[src/rtl/timer_pair.sv]
module timer_pair #(
  parameter int MC_DIV = 12
) (
  input  logic       clk,
  input  logic       rst_n,
  input  logic       wr_en,
  input  logic [2:0] wr_addr,
  input  logic [7:0] wr_data,
  input  logic [2:0] rd_addr,
  output logic [7:0] rd_data,
  input  logic [1:0] ext_cnt,
  input  logic [1:0] ext_gate,
  output logic [1:0] ovf_pulse
);
  localparam int DIVW = (MC_DIV > 1) ? $clog2(MC_DIV) : 1;

  logic tick;
  generate
    if (MC_DIV > 1) begin : g_div
      logic [DIVW-1:0] div_q;
      always_ff @(posedge clk or negedge rst_n)
        if (!rst_n) div_q <= '0;
        else if (div_q == DIVW'(MC_DIV - 1)) div_q <= '0;
        else div_q <= div_q + 1'b1;
      assign tick = (div_q == DIVW'(MC_DIV - 1));
    end else begin : g_nodiv
      assign tick = 1'b1;
    end
  endgenerate

  logic [7:0] tl0, th0, tl1, th1, mode_q;
  logic [1:0] run_q, flag_q, smp_q, ovf_q;

  wire [1:0] m0 = mode_q[1:0];
  wire       ct0 = mode_q[2];
  wire       gt0 = mode_q[3];
  wire [1:0] m1 = mode_q[5:4];
  wire       ct1 = mode_q[6];
  wire       gt1 = mode_q[7];

  function automatic logic [16:0] step(input logic [1:0] m, input logic [7:0] l, input logic [7:0] h);
    logic [13:0] c13;
    logic [16:0] r;
    c13 = {1'b0, h, l[4:0]} + 14'd1;
    case (m)
      2'd0: r = {c13[13], c13[12:5], l[7:5], c13[4:0]};
      2'd1: r = {1'b0, h, l} + 17'd1;
      2'd2: r = (l == 8'hFF) ? {1'b1, h, h} : {1'b0, h, l + 8'd1};
      default: r = {l == 8'hFF, h, l + 8'd1};
    endcase
    return r;
  endfunction

  wire ev0 = tick & (ct0 ? (smp_q[0] & ~ext_cnt[0]) : 1'b1);
  wire ev1 = tick & (ct1 ? (smp_q[1] & ~ext_cnt[1]) : 1'b1);
  wire en0 = run_q[0] & (~gt0 | ext_gate[0]);
  wire en1 = run_q[1] & (~gt1 | ext_gate[1]);

  wire inc0  = en0 & ev0;
  wire inc1  = en1 & ev1 & (m1 != 2'd3);
  wire split = (m0 == 2'd3);
  wire inc_h = split & run_q[1] & tick;

  wire [16:0] nx0 = step(m0, tl0, th0);
  wire [16:0] nx1 = step(m1, tl1, th1);

  wire ov0  = inc0 & nx0[16];
  wire ov1  = inc1 & nx1[16];
  wire ovh  = inc_h & (th0 == 8'hFF);
  wire set0 = ov0;
  wire set1 = split ? ovh : ov1;

  wire wctl = wr_en & (wr_addr == 3'd0);

  always_ff @(posedge clk or negedge rst_n) begin
    if (!rst_n) begin
      tl0 <= '0; th0 <= '0; tl1 <= '0; th1 <= '0;
      mode_q <= '0; run_q <= '0; flag_q <= '0; smp_q <= '0; ovf_q <= '0;
    end else begin
      if (tick) smp_q <= ext_cnt;
      ovf_q <= {ov1, ov0};

      if (wctl) run_q <= {wr_data[2], wr_data[0]};
      if (wr_en && wr_addr == 3'd1) mode_q <= wr_data;

      if (set0) flag_q[0] <= 1'b1;
      else if (wctl) flag_q[0] <= wr_data[1];
      if (set1) flag_q[1] <= 1'b1;
      else if (wctl) flag_q[1] <= wr_data[3];

      if (wr_en && wr_addr == 3'd2) tl0 <= wr_data;
      else if (inc0) tl0 <= nx0[7:0];

      if (wr_en && wr_addr == 3'd3) th0 <= wr_data;
      else if (split) begin
        if (inc_h) th0 <= th0 + 8'd1;
      end else if (inc0) th0 <= nx0[15:8];

      if (wr_en && wr_addr == 3'd4) tl1 <= wr_data;
      else if (inc1) tl1 <= nx1[7:0];

      if (wr_en && wr_addr == 3'd5) th1 <= wr_data;
      else if (inc1) th1 <= nx1[15:8];
    end
  end

  always_comb
    case (rd_addr)
      3'd0: rd_data = {4'b0, flag_q[1], run_q[1], flag_q[0], run_q[0]};
      3'd1: rd_data = mode_q;
      3'd2: rd_data = tl0;
      3'd3: rd_data = th0;
      3'd4: rd_data = tl1;
      3'd5: rd_data = th1;
      default: rd_data = 8'h00;
    endcase

  assign ovf_pulse = ovf_q;

  // a channel-0 pulse always coincides with its flag
  a_r10_pulse_flag: assert property (@(posedge clk) disable iff (!rst_n)
    ovf_pulse[0] |-> flag_q[0]);

  // a stopped channel-0 low byte stays put unless written
  a_r3_hold: assert property (@(posedge clk) disable iff (!rst_n)
    (!run_q[0] && !(wr_en && wr_addr == 3'd2)) |=> $stable(tl0));

  // after a reload overflow the low byte equals the high byte
  a_r7_reload: assert property (@(posedge clk) disable iff (!rst_n)
    (m0 == 2'd2 && ovf_pulse[0] && !$past(wr_en)) |-> (tl0 == th0));

  // flag0 rises only from a rollover or a software write of 1
  a_r9_flag_src: assert property (@(posedge clk) disable iff (!rst_n)
    $rose(flag_q[0]) |-> (ovf_pulse[0] || $past(wctl && wr_data[1])));

  // channel 1 in mode 3 holds its count
  a_r8_t1_hold: assert property (@(posedge clk) disable iff (!rst_n)
    (m1 == 2'd3 && !(wr_en && (wr_addr == 3'd4 || wr_addr == 3'd5))) |=> ($stable(tl1) && $stable(th1)));
endmodule

[config.mk]
export PLATFORM = sky130hd
export DESIGN_NAME = timer_pair
export DESIGN_NICKNAME = d
export VERILOG_FILES = /design/src/rtl/timer_pair.sv
export SDC_FILE = /design/constraint.sdc
export NUM_CORES = 1
export LEC_CHECK = 0
export CAP_MARGIN = 10
export CORE_MARGIN = 2
export CORE_UTILIZATION = 50
export CTS_CLUSTER_DIAMETER = 200
export DETAILED_ROUTE_END_ITERATION = 7
export PLACE_DENSITY = 0.72
export SLEW_MARGIN = 10
export SYNTH_ARGS = -nofsm -noshare
export SYNTH_HDL_FRONTEND = slang
export SYNTH_SLANG_ARGS = --single-unit
[constraint.sdc]
create_clock -name clk -period 2.2 [get_ports clk]
set_input_delay 0.66 -clock clk [delete_from_list [all_inputs] [get_ports clk]]
set_output_delay 0.66 -clock clk [all_outputs]
set_load 0.03 [all_outputs]
# ---- Yosys cells after proc, flatten, opt, wreduce, memory -nomap -nowiden
# Cells that the tools add are included.
dict set report classes {
  addsub 8
  eq_ne 25
  mux 23
  n_reduce_logical 21
  n_bitwise 21
}
# operator count
set op_table {}
lappend op_table {{17-bit case mux with 3 select lines} 2}
lappend op_table {{8-bit two-way mux} 10}
lappend op_table {{8-bit case mux with 6 select lines} 1}
lappend op_table {{16-bit by 1-bit adder with 17-bit output (second input constant)} 2}
lappend op_table {{17-bit two-way mux} 2}
lappend op_table {{13-bit by 1-bit adder with 14-bit output (second input constant)} 2}
lappend op_table {{8-bit by 1-bit adder with 8-bit output (second input constant)} 3}
lappend op_table {{8-bit == test (second input constant)} 3}
lappend op_table {{1-bit bitwise AND} 15}
lappend op_table {{3-bit by 2-bit == test with 1-bit output (second input constant)} 4}
lappend op_table {{3-bit == test (second input constant)} 4}
lappend op_table {{2-bit nonzero test} 5}
lappend op_table {{2-bit != test (second input constant)} 4}
lappend op_table {{1-bit two-way mux} 7}
lappend op_table {{2-bit == test (second input constant)} 3}
lappend op_table {{3-bit by 1-bit == test with 1-bit output (second input constant)} 2}
lappend op_table {{3-bit logical NOT} 2}
lappend op_table {{3-bit nonzero test} 2}
lappend op_table {{1-bit logical AND} 5}
lappend op_table {{4-bit by 1-bit adder with 4-bit output (second input constant)} 1}
lappend op_table {{2-bit by 1-bit == test with 1-bit output (second input constant)} 2}
lappend op_table {{4-bit == test (second input constant)} 1}
lappend op_table {{2-bit logical NOT} 2}
lappend op_table {{4-bit two-way mux} 1}
lappend op_table {{other kinds (8)} 13}
dict set report word_totals {
  register_bits 52
  wordCells 111
  out_inout_bits 10
  inputBits 21
}

# ---- Logic depth before layout (Yosys ltp)
# Gate-level depths: netlist of run 1.
dict set report logic_depth {
  depth_word 9
  mapped_depth 7
  ltp_nobuf 6
}

# ---- Least setup slack after synthesis of run 1
# No wires, ideal clock.
dict set report synth_path {
  kind {input port to output port}
  startpoint {input port rd_addr[0]}
  endpoint {output port rd_data[7]}
  path_buffers 1
  required_ns 1.540
  path_stages 4
  setup_slack_ns -0.380
  arrival_ns 1.920
  cell_sequence {buf_1 > nor2b_1 > a22oi_1 > o21ai_0}
}
dict set report synth_via {
  elab_chain_len 2
  elab_cells_between_ends 7
  classes_between {eq/ne: 5; mux: 1; reduce/logical: 1}
}
# item line
set synth_rtl {}
lappend synth_rtl {{from (decl)} 9} ;# input logic [2:0] rd_addr,
lappend synth_rtl {{3-bit == test, or another cell as far along} 108} ;# case (rd_addr)
lappend synth_rtl {{8-bit case mux with 6 select lines (*)} 108}
lappend synth_rtl {{to (decl)} 10} ;# output logic [7:0] rd_data,
# Every way passes the cells marked *; elsewhere a longest branch is shown, timed or not.

# ---- Worst setup path after layout of run 1
dict set report layout_path {
  startpoint {input port rd_addr[0]}
  endpoint {output port rd_data[6]}
}
# The elaborated chain is that of the path after synthesis.

==> summary.md, run 1 <==
| Metric | Value |
|---|---|
| Primary FF master, synth | dfrtp_1 |
| Endpoint type of the worst setup path | output pin |
| Async set-reset flop share out of synthesis | 1.000 |
| Initial antenna violation count | 0 |
| Largest net degree at the start of global routing | between 50 and 60 |
| Gr usage total | 0.3401 |
| Synth Instances | between 400 and 500 |
| Reg power frac | 0.362 |
| Sequential share of the synthesized area | 0.3152 |
| NetSw | 1.756 mW |
| Worst setup path class | in -> out |
| Clock Path Buffers | 2 |
| Die Y | around 95 um |
| Syn nets | slightly above 500 |
| Worst slew margin | 0.6669 |
| Final Hold Fails | 0 |
| Clock tree from TritonCTS | built |
| Pre-CTS setup slack | -1.086 ns |
| Most frequent cells in the layout | buf_4 (77), nand2_1 (53), dfrtp_1 (50) |
| CTS sink count | 52 |
| Critical path peak fanout | 6 |
| Vias | 4,630 |
| CP dominant cell by count | buf_12 |
| Max-slew violations | 0 |
| Number of flops mapped to enable cells by yosys | 0 |
| Antenna cells | 0 |
| Commonest non-fill, non-tap cell in the layout | buf_4 |
| Clock power share | 0.148 |
| First-pass GRT wire length | 23,150 um |
| IO Port Bufs | 30 |
| Overall Power | 4.032 mW |
| Worst EP required | about 1.5 ns |
| Worst-path clk slew | ~0.11 ns |
| Int Pwr | ~2.3 mW |
| Top Ports | 31 |
| Synthesized area | 4128 sq um |
| Synth Register Bits | 52 |
| RSZ-0062 raised after global routing | true |
| Synth warn | 0 |
| Die outline width | ~95 um |
| Routed WL per cell | ~22 um |
| CTS H-tree lvls | 2 |
| P per Cell Area | 714.4 nW/um^2 |
| PnR worst setup slack | -0.1428 ns |
| Root Driver | clkbuf_8 |
| Status | finished, violations left |
| Worst-case vdd ir drop | roughly 0.36 mV |
| Final min period | 2.343 ns |
| Layout cells sized above 1 | 0.3214 |
| Hold Path Class | in -> async |
| Highest Clock Rate | 426.8 MHz |
| Die Area | 8998 sq um |
| Arr. time, crit path | around 1.7 ns |
| RePlAce Congestion | 1.007 |
| Area grow syn2layout | 36.74% |
| Setup crit start kind | input pin |
| Crit-path cells | buf_12, buf_12, mux2_4, a32oi_2, o21ai_1, buf_4 |
| Sw frac | 0.4355 |
| Max cap viols | 0 |
| Post-route antenna net violation count | 0 |
| Vias in the first global route | ~4,400 |
| Routed vias/inst | 6.681 |
| Failing checks | negative setup slack |
| Crit share post-route | 1.065 |
| Remaining DRCs | 0 |
| GRT overflow | 0 |
| Core area | around 8100 sq um |
| WL final | 15,000 um |
| Clk Latency, worst-skew pair | ~0.32 ns |
| Pleak | 2.215 nW |
| Clk_skew | roughly 0.0087 ns |
| Slew at the pin closest to its max-slew limit | 0.4982 ns |
| Number of distinct library cells after synthesis | slightly below 80 |
| DP Wirelength | around 11,000 um |
| Logic pwr share | 0.490 |
| Mean Syn Cell Area | roughly 8.5 sq um |
| Cts bufs inserted | 5 |
| Setup violations, final | 8 |
| Drt first pass iters | 5 |
| Site row count | 33 |
| Iter 0 DRT Violations | 417 |
| Initial core utilization | 0.5100 |
| Nets | roughly 600 |
| CP max stage delay | around 0.30 ns |
| Slowest CP cell | mux2_4 |
## sequential cells by signal (all words and copies together) (netlist names)
name and count:
g_div.div_q 4, smp_q 2, ovf_pulse 2, run_q 2, tl1 8, th1 8
th0 8, tl0 8, mode_q 8, flag_q 2
## synth_stat cells (3+ instances only)
cell type	instances	area share
a2111o_1	4	0.011
a211oi_1	4	0.0073
a21oi_1	28	0.034
a22oi_1	15	0.027
a311oi_1	5	0.011
a31oi_1	9	0.014
a32oi_1	4	0.0085
a41oi_1	3	0.0064
and2_1	3	0.0045
and3_1	11	0.017
and4_1	8	0.017
buf_1	4	0.0036
buf_2	9	0.011
clkbuf_1	16	0.015
dfrtp_1	52	0.32
ha_1	4	0.012
inv_1	8	0.0073
mux2_2	12	0.033
mux2i_1	13	0.032
nand2_1	54	0.049
nand2b_1	6	0.0091
nand3_1	17	0.021
nand4_1	9	0.014
nor2_1	35	0.032
nor2b_1	11	0.017
nor3_1	10	0.012
nor4_1	6	0.0091
o2111ai_1	3	0.0064
o211ai_1	6	0.011
o21a_1	3	0.0055
o21ai_0	25	0.030
o21ai_1	10	0.012
o22ai_1	4	0.0061
o31ai_1	6	0.011
xnor2_1	3	0.0064
xor2_1	10	0.021
## metrics by stage
stage / TNS [ns] / hold WS, ns / cell area, sq um / util / std cells
final: -0.7824 / 0.3028 / 5644 / 0.6974 / 693
after global routing: -0.9425 / 0.3184 / 5644 / 0.6974 / 693
after CTS: -0.6270 / 0.3238 / 5548 / 0.6855 / 691
after detailed placement: -18.59 / 0.4461 / 5166 / 0.6384 / 674
after global placement: -17.64 / 0.4388 / 5166 / 0.6384 / 674
after floorplan: -0.05825 / 0.3644 / 4160 / - / 487
## critical path, delay by kind of cell
kind	cells	cell delay, ns
muxes	1	0.30
AOI/OAI and AO/OA	2	0.30
buffers and inverters	3	0.42
## final timing paths
check                                    start        endpoint  slack (ns)  cells after the start
worst min-delay path                     rst_n        smp_q[1]        0.30                      2
max in group asynchronous                rst_n          tl1[1]        1.62                      2
worst min register to register  g_div.div_q[0]  g_div.div_q[0]        0.46                      1
worst max-delay path                rd_addr[0]      rd_data[6]       -0.14                      6
worst max register to register          tl0[0]          th0[3]        0.06                      9
min in group clk                g_div.div_q[0]  g_div.div_q[0]        0.46                      1
## cell type report
class	instances	area [sq um]
Sequential cell	52	1304
Clock inverter	3	25.02
Timing Repair Buffer	125	1196
Fill cell	602	2449
Inverter	8	30.03
Clock buffer	5	68.82
Multi-Input combinational cell	395	2889
Tap cell	105	131.4
## per-layer routing
metal,track usage,share of wire
met5,0,0
met4,0.1957,0.061
met3,0.05587,0.074
met2,0.5751,0.49
met1,0.4076,0.38
## power by group through the flow
| stage | registers, mW | logic (mW) | clock network [mW] |
|---|---|---|---|
| finish | 1.46 | 1.98 | 0.596 |
| global route | 1.46 | 2.11 | 0.649 |
| CTS | 1.43 | 1.89 | 0.610 |
| detailed placement | 1.44 | 1.79 | 0 |
| global placement | 1.44 | 1.76 | 0 |
| floorplan | 1.36 | 1.06 | 0 |
## cell families after synthesis
family / Yosys count / synth area share
buffers and inverters: 40 / 0.04365
AND/OR/NAND/NOR: 194 / 0.2555
multiplexers: 27 / 0.06972
XOR/XNOR: 13 / 0.02758
adder cells (fa/ha/maj): 4 / 0.01213
AO/OA/AOI/OAI: 157 / 0.2761
flip-flops: 52 / 0.3152
## timing repair
action	4_1_cts	5_1_grt
pin swaps	18	8
hold buffers	0	0
cloned	1	1
resized for setup	101	23
setup endpoints to repair	17	31
setup buffers	9	2
Power figures use the tool's default switching activity.
==> inputs of run 2 (changes only) <==
--- a/config.mk
+++ b/config.mk
@@ -12,4 +12,6 @@
 export DETAILED_ROUTE_END_ITERATION = 7
 export PLACE_DENSITY = 0.72
+export REMOVE_ABC_BUFFERS = 1
+export SETUP_SLACK_MARGIN = 0.1
 export SLEW_MARGIN = 10
 export SYNTH_ARGS = -nofsm -noshare
==> constraint.sdc (replaced) <==
create_clock -name clk -period 2.2 [get_ports clk]
set_input_delay 0.66 -clock clk [delete_from_list [all_inputs] [get_ports clk]]
set_output_delay 0.66 -clock clk [all_outputs]
set_load 0.005 [all_outputs]
==> run 2 against run 1 <==
Effect of this change:
- the run still ends with negative setup slack left
- clock skew up 0.0046 ns
- utilization down 0.22 points
- register-to-register slack better by 0.11 ns
- wire length up 1.9%
- maximum frequency up 3.1%
- clock-buffer cell count unchanged
- clock power up 17%
- setup slack better by 0.071 ns
- non-clock buffer count up 2
- critical path depth unchanged
- cell count up 0.29%
- critical path type unchanged
- highest routed layer unchanged
==> summary.md, run 2 (synthesis results as in run 1) <==
| Metric | Value |
|---|---|
| Status | finished, violations left |
| Failing checks | negative setup slack |
| RSZ-0062 raised after global routing | true |
| Initial core utilization | 0.5100 |
| Worst setup path class | in -> out |
| Clk Latency, worst-skew pair | approximately 0.31 ns |
| Reg2reg path depth | 7 |
| GRT overflow | 0 |
| Most frequent cells in the layout | buf_4 (78), nand2_1 (54), dfrtp_1 (50) |
| Setup tns final | -0.2584 ns |
| Arr. time, crit path | roughly 1.6 ns |
| Die Area | roughly 9000 sq um |
| Routed vias/inst | approximately 6.6 |
| Root Driver | clkbuf_8 |
| First-pass GRT wire length | between 20,000 and 25,000 um |
| Fin util | 0.6953 |
| Final Hold Fails | 0 |
| Cts bufs inserted | 5 |
| Iter 0 DRT Violations | roughly 440 |
| Setup violations, final | 6 |
| P per Cell Area | a little over 700 nW/um^2 |
| Endpoint type of the worst setup path | output pin |
| Worst r2r src | tl0[0] |
| Clock Path Buffers | 2 |
| Fillers | around 650 |
| Routed WL per cell | 21.99 um |
| Multi-input gate area | approximately 2900 sq um |
| Site row count | 33 |
| Worst EP required | between 1.5 and 2 ns |
| Clk_skew | around 0.013 ns |
| IO Port Bufs | 30 |
| Commonest non-fill, non-tap cell in the layout | buf_4 |
| Die Y | 94.86 um |
| Layout cells sized above 1 | 0.3153 |
| RR Endpoint | th0[5] |
| DP Wirelength | about 11,000 um |
| Initial antenna violation count | 0 |
| Crit share post-route | 1.033 |
| Worst-path clk slew | approximately 0.11 ns |
| Area grow syn2layout | 36.31% |
| Post-route antenna net violation count | 0 |
| Max-slew violations | 0 |
| Vias in the first global route | 4,324 |
| RePlAce Congestion | around 1 |
| Final min period | 2.272 ns |
| Clock tree from TritonCTS | built |
| Setup crit start kind | input pin |
| Critical path peak fanout | 6 |
| Top Ports | 31 |
| Core area | 8093 sq um |
| Remaining DRCs | 0 |
| Critical path launch point | rd_addr[0] |
| Gr usage total | 0.3439 |
| Highest Clock Rate | between 400 and 500 MHz |
| Pleak | 2.252 nW |
| Register area | about 1300 sq um |
| Hold WS | roughly 0.25 ns |
| Slew at the pin closest to its max-slew limit | 0.4904 ns |
| CTS H-tree lvls | 2 |
| PnR worst setup slack | -0.07162 ns |
| Final instance area | 5627 sq um |
| Largest net degree at the start of global routing | 28 |
| CTS sink count | 52 |
| Antenna cells | 0 |
| Worst-case vdd ir drop | between 0.3 and 0.4 mV |
| WL final | approximately 15,000 um |
| Vias | 4,579 |
| DP Area | approximately 5100 sq um |
| Overall Power | approximately 4 mW |
| Drt first pass iters | 5 |
| Hold Path Class | in -> async |
| Nets | approximately 610 |
| Die outline width | ~95 um |
| Worst slew margin | 0.6706 |
| R2r setup slk | 0.17 ns |
| Max cap viols | 0 |
run 2: changes by cell type in the layout (fill, tap and decap cells not counted), moves of 4 or more:
cell	before	now
buf_2	3	10
buf_12	10	6
o21ai_1	10	17
o21ai_2	6	0
run 2: worst max path at each step:
stage / cells past startpoint / end / slack, ns
finish: 6 / rd_data[6] / -0.07
global route: 6 / rd_data[0] / -0.09
CTS: 6 / rd_data[6] / -0.06
detailed placement: 6 / rd_data[6] / -0.95
global placement: 6 / rd_data[2] / -0.86
floorplan: 5 / tl0[5] / 0.02
run 2: where the power goes:
part | switching (mW) | leakage, nW | total, mW | internal, mW
logic | 1.01 | 1.57 | 1.85 | 0.839
registers | 0.296 | 0.625 | 1.46 | 1.17
clock network | 0.362 | 0.0541 | 0.700 | 0.338
run 2: stage by stage:
step | setup slack [ns] | cells
floorplan | 0.01605 | 455
global placement | -0.8551 | 668
detailed placement | -0.9481 | 668
CTS | -0.06327 | 692
global route | -0.09125 | 695
finish | -0.07162 | 695
run 2: repair_timing:
action / 4_1_cts / 5_1_grt
hold buffers: 0 / 0
setup buffers: 13 / 3
setup endpoints to repair: 44 / 27
gates resized for setup: 106 / 25
gates cloned: 3 / 0
pin swaps: 30 / 16
run 2: cell type report:
class	count	area share
clock buffers	5	0.01223
inverters	8	0.005337
clock inverters	3	0.007561
flip-flops and latches	52	0.2317
repair buffers	127	0.2021
multi-input cells	395	0.5177
well taps	105	0.02335
run 2: critical path, cell delays in order:
cell,delay (ns)
buf_12,0.12
buf_12,0.13
mux2_4,0.30
a32oi_2,0.16
o21ai_1,0.10
buf_2,0.14
run 2: metal layers:
layer | vias up | global-route usage | wire, um
met5 | - | 0 | 0
met4 | 0 | 0.1377 | 665
met3 | 44 | 0.05986 | 1423
met2 | 275 | 0.5550 | 7121
met1 | 2191 | 0.4575 | 6074
li1 | 2069 | - | -
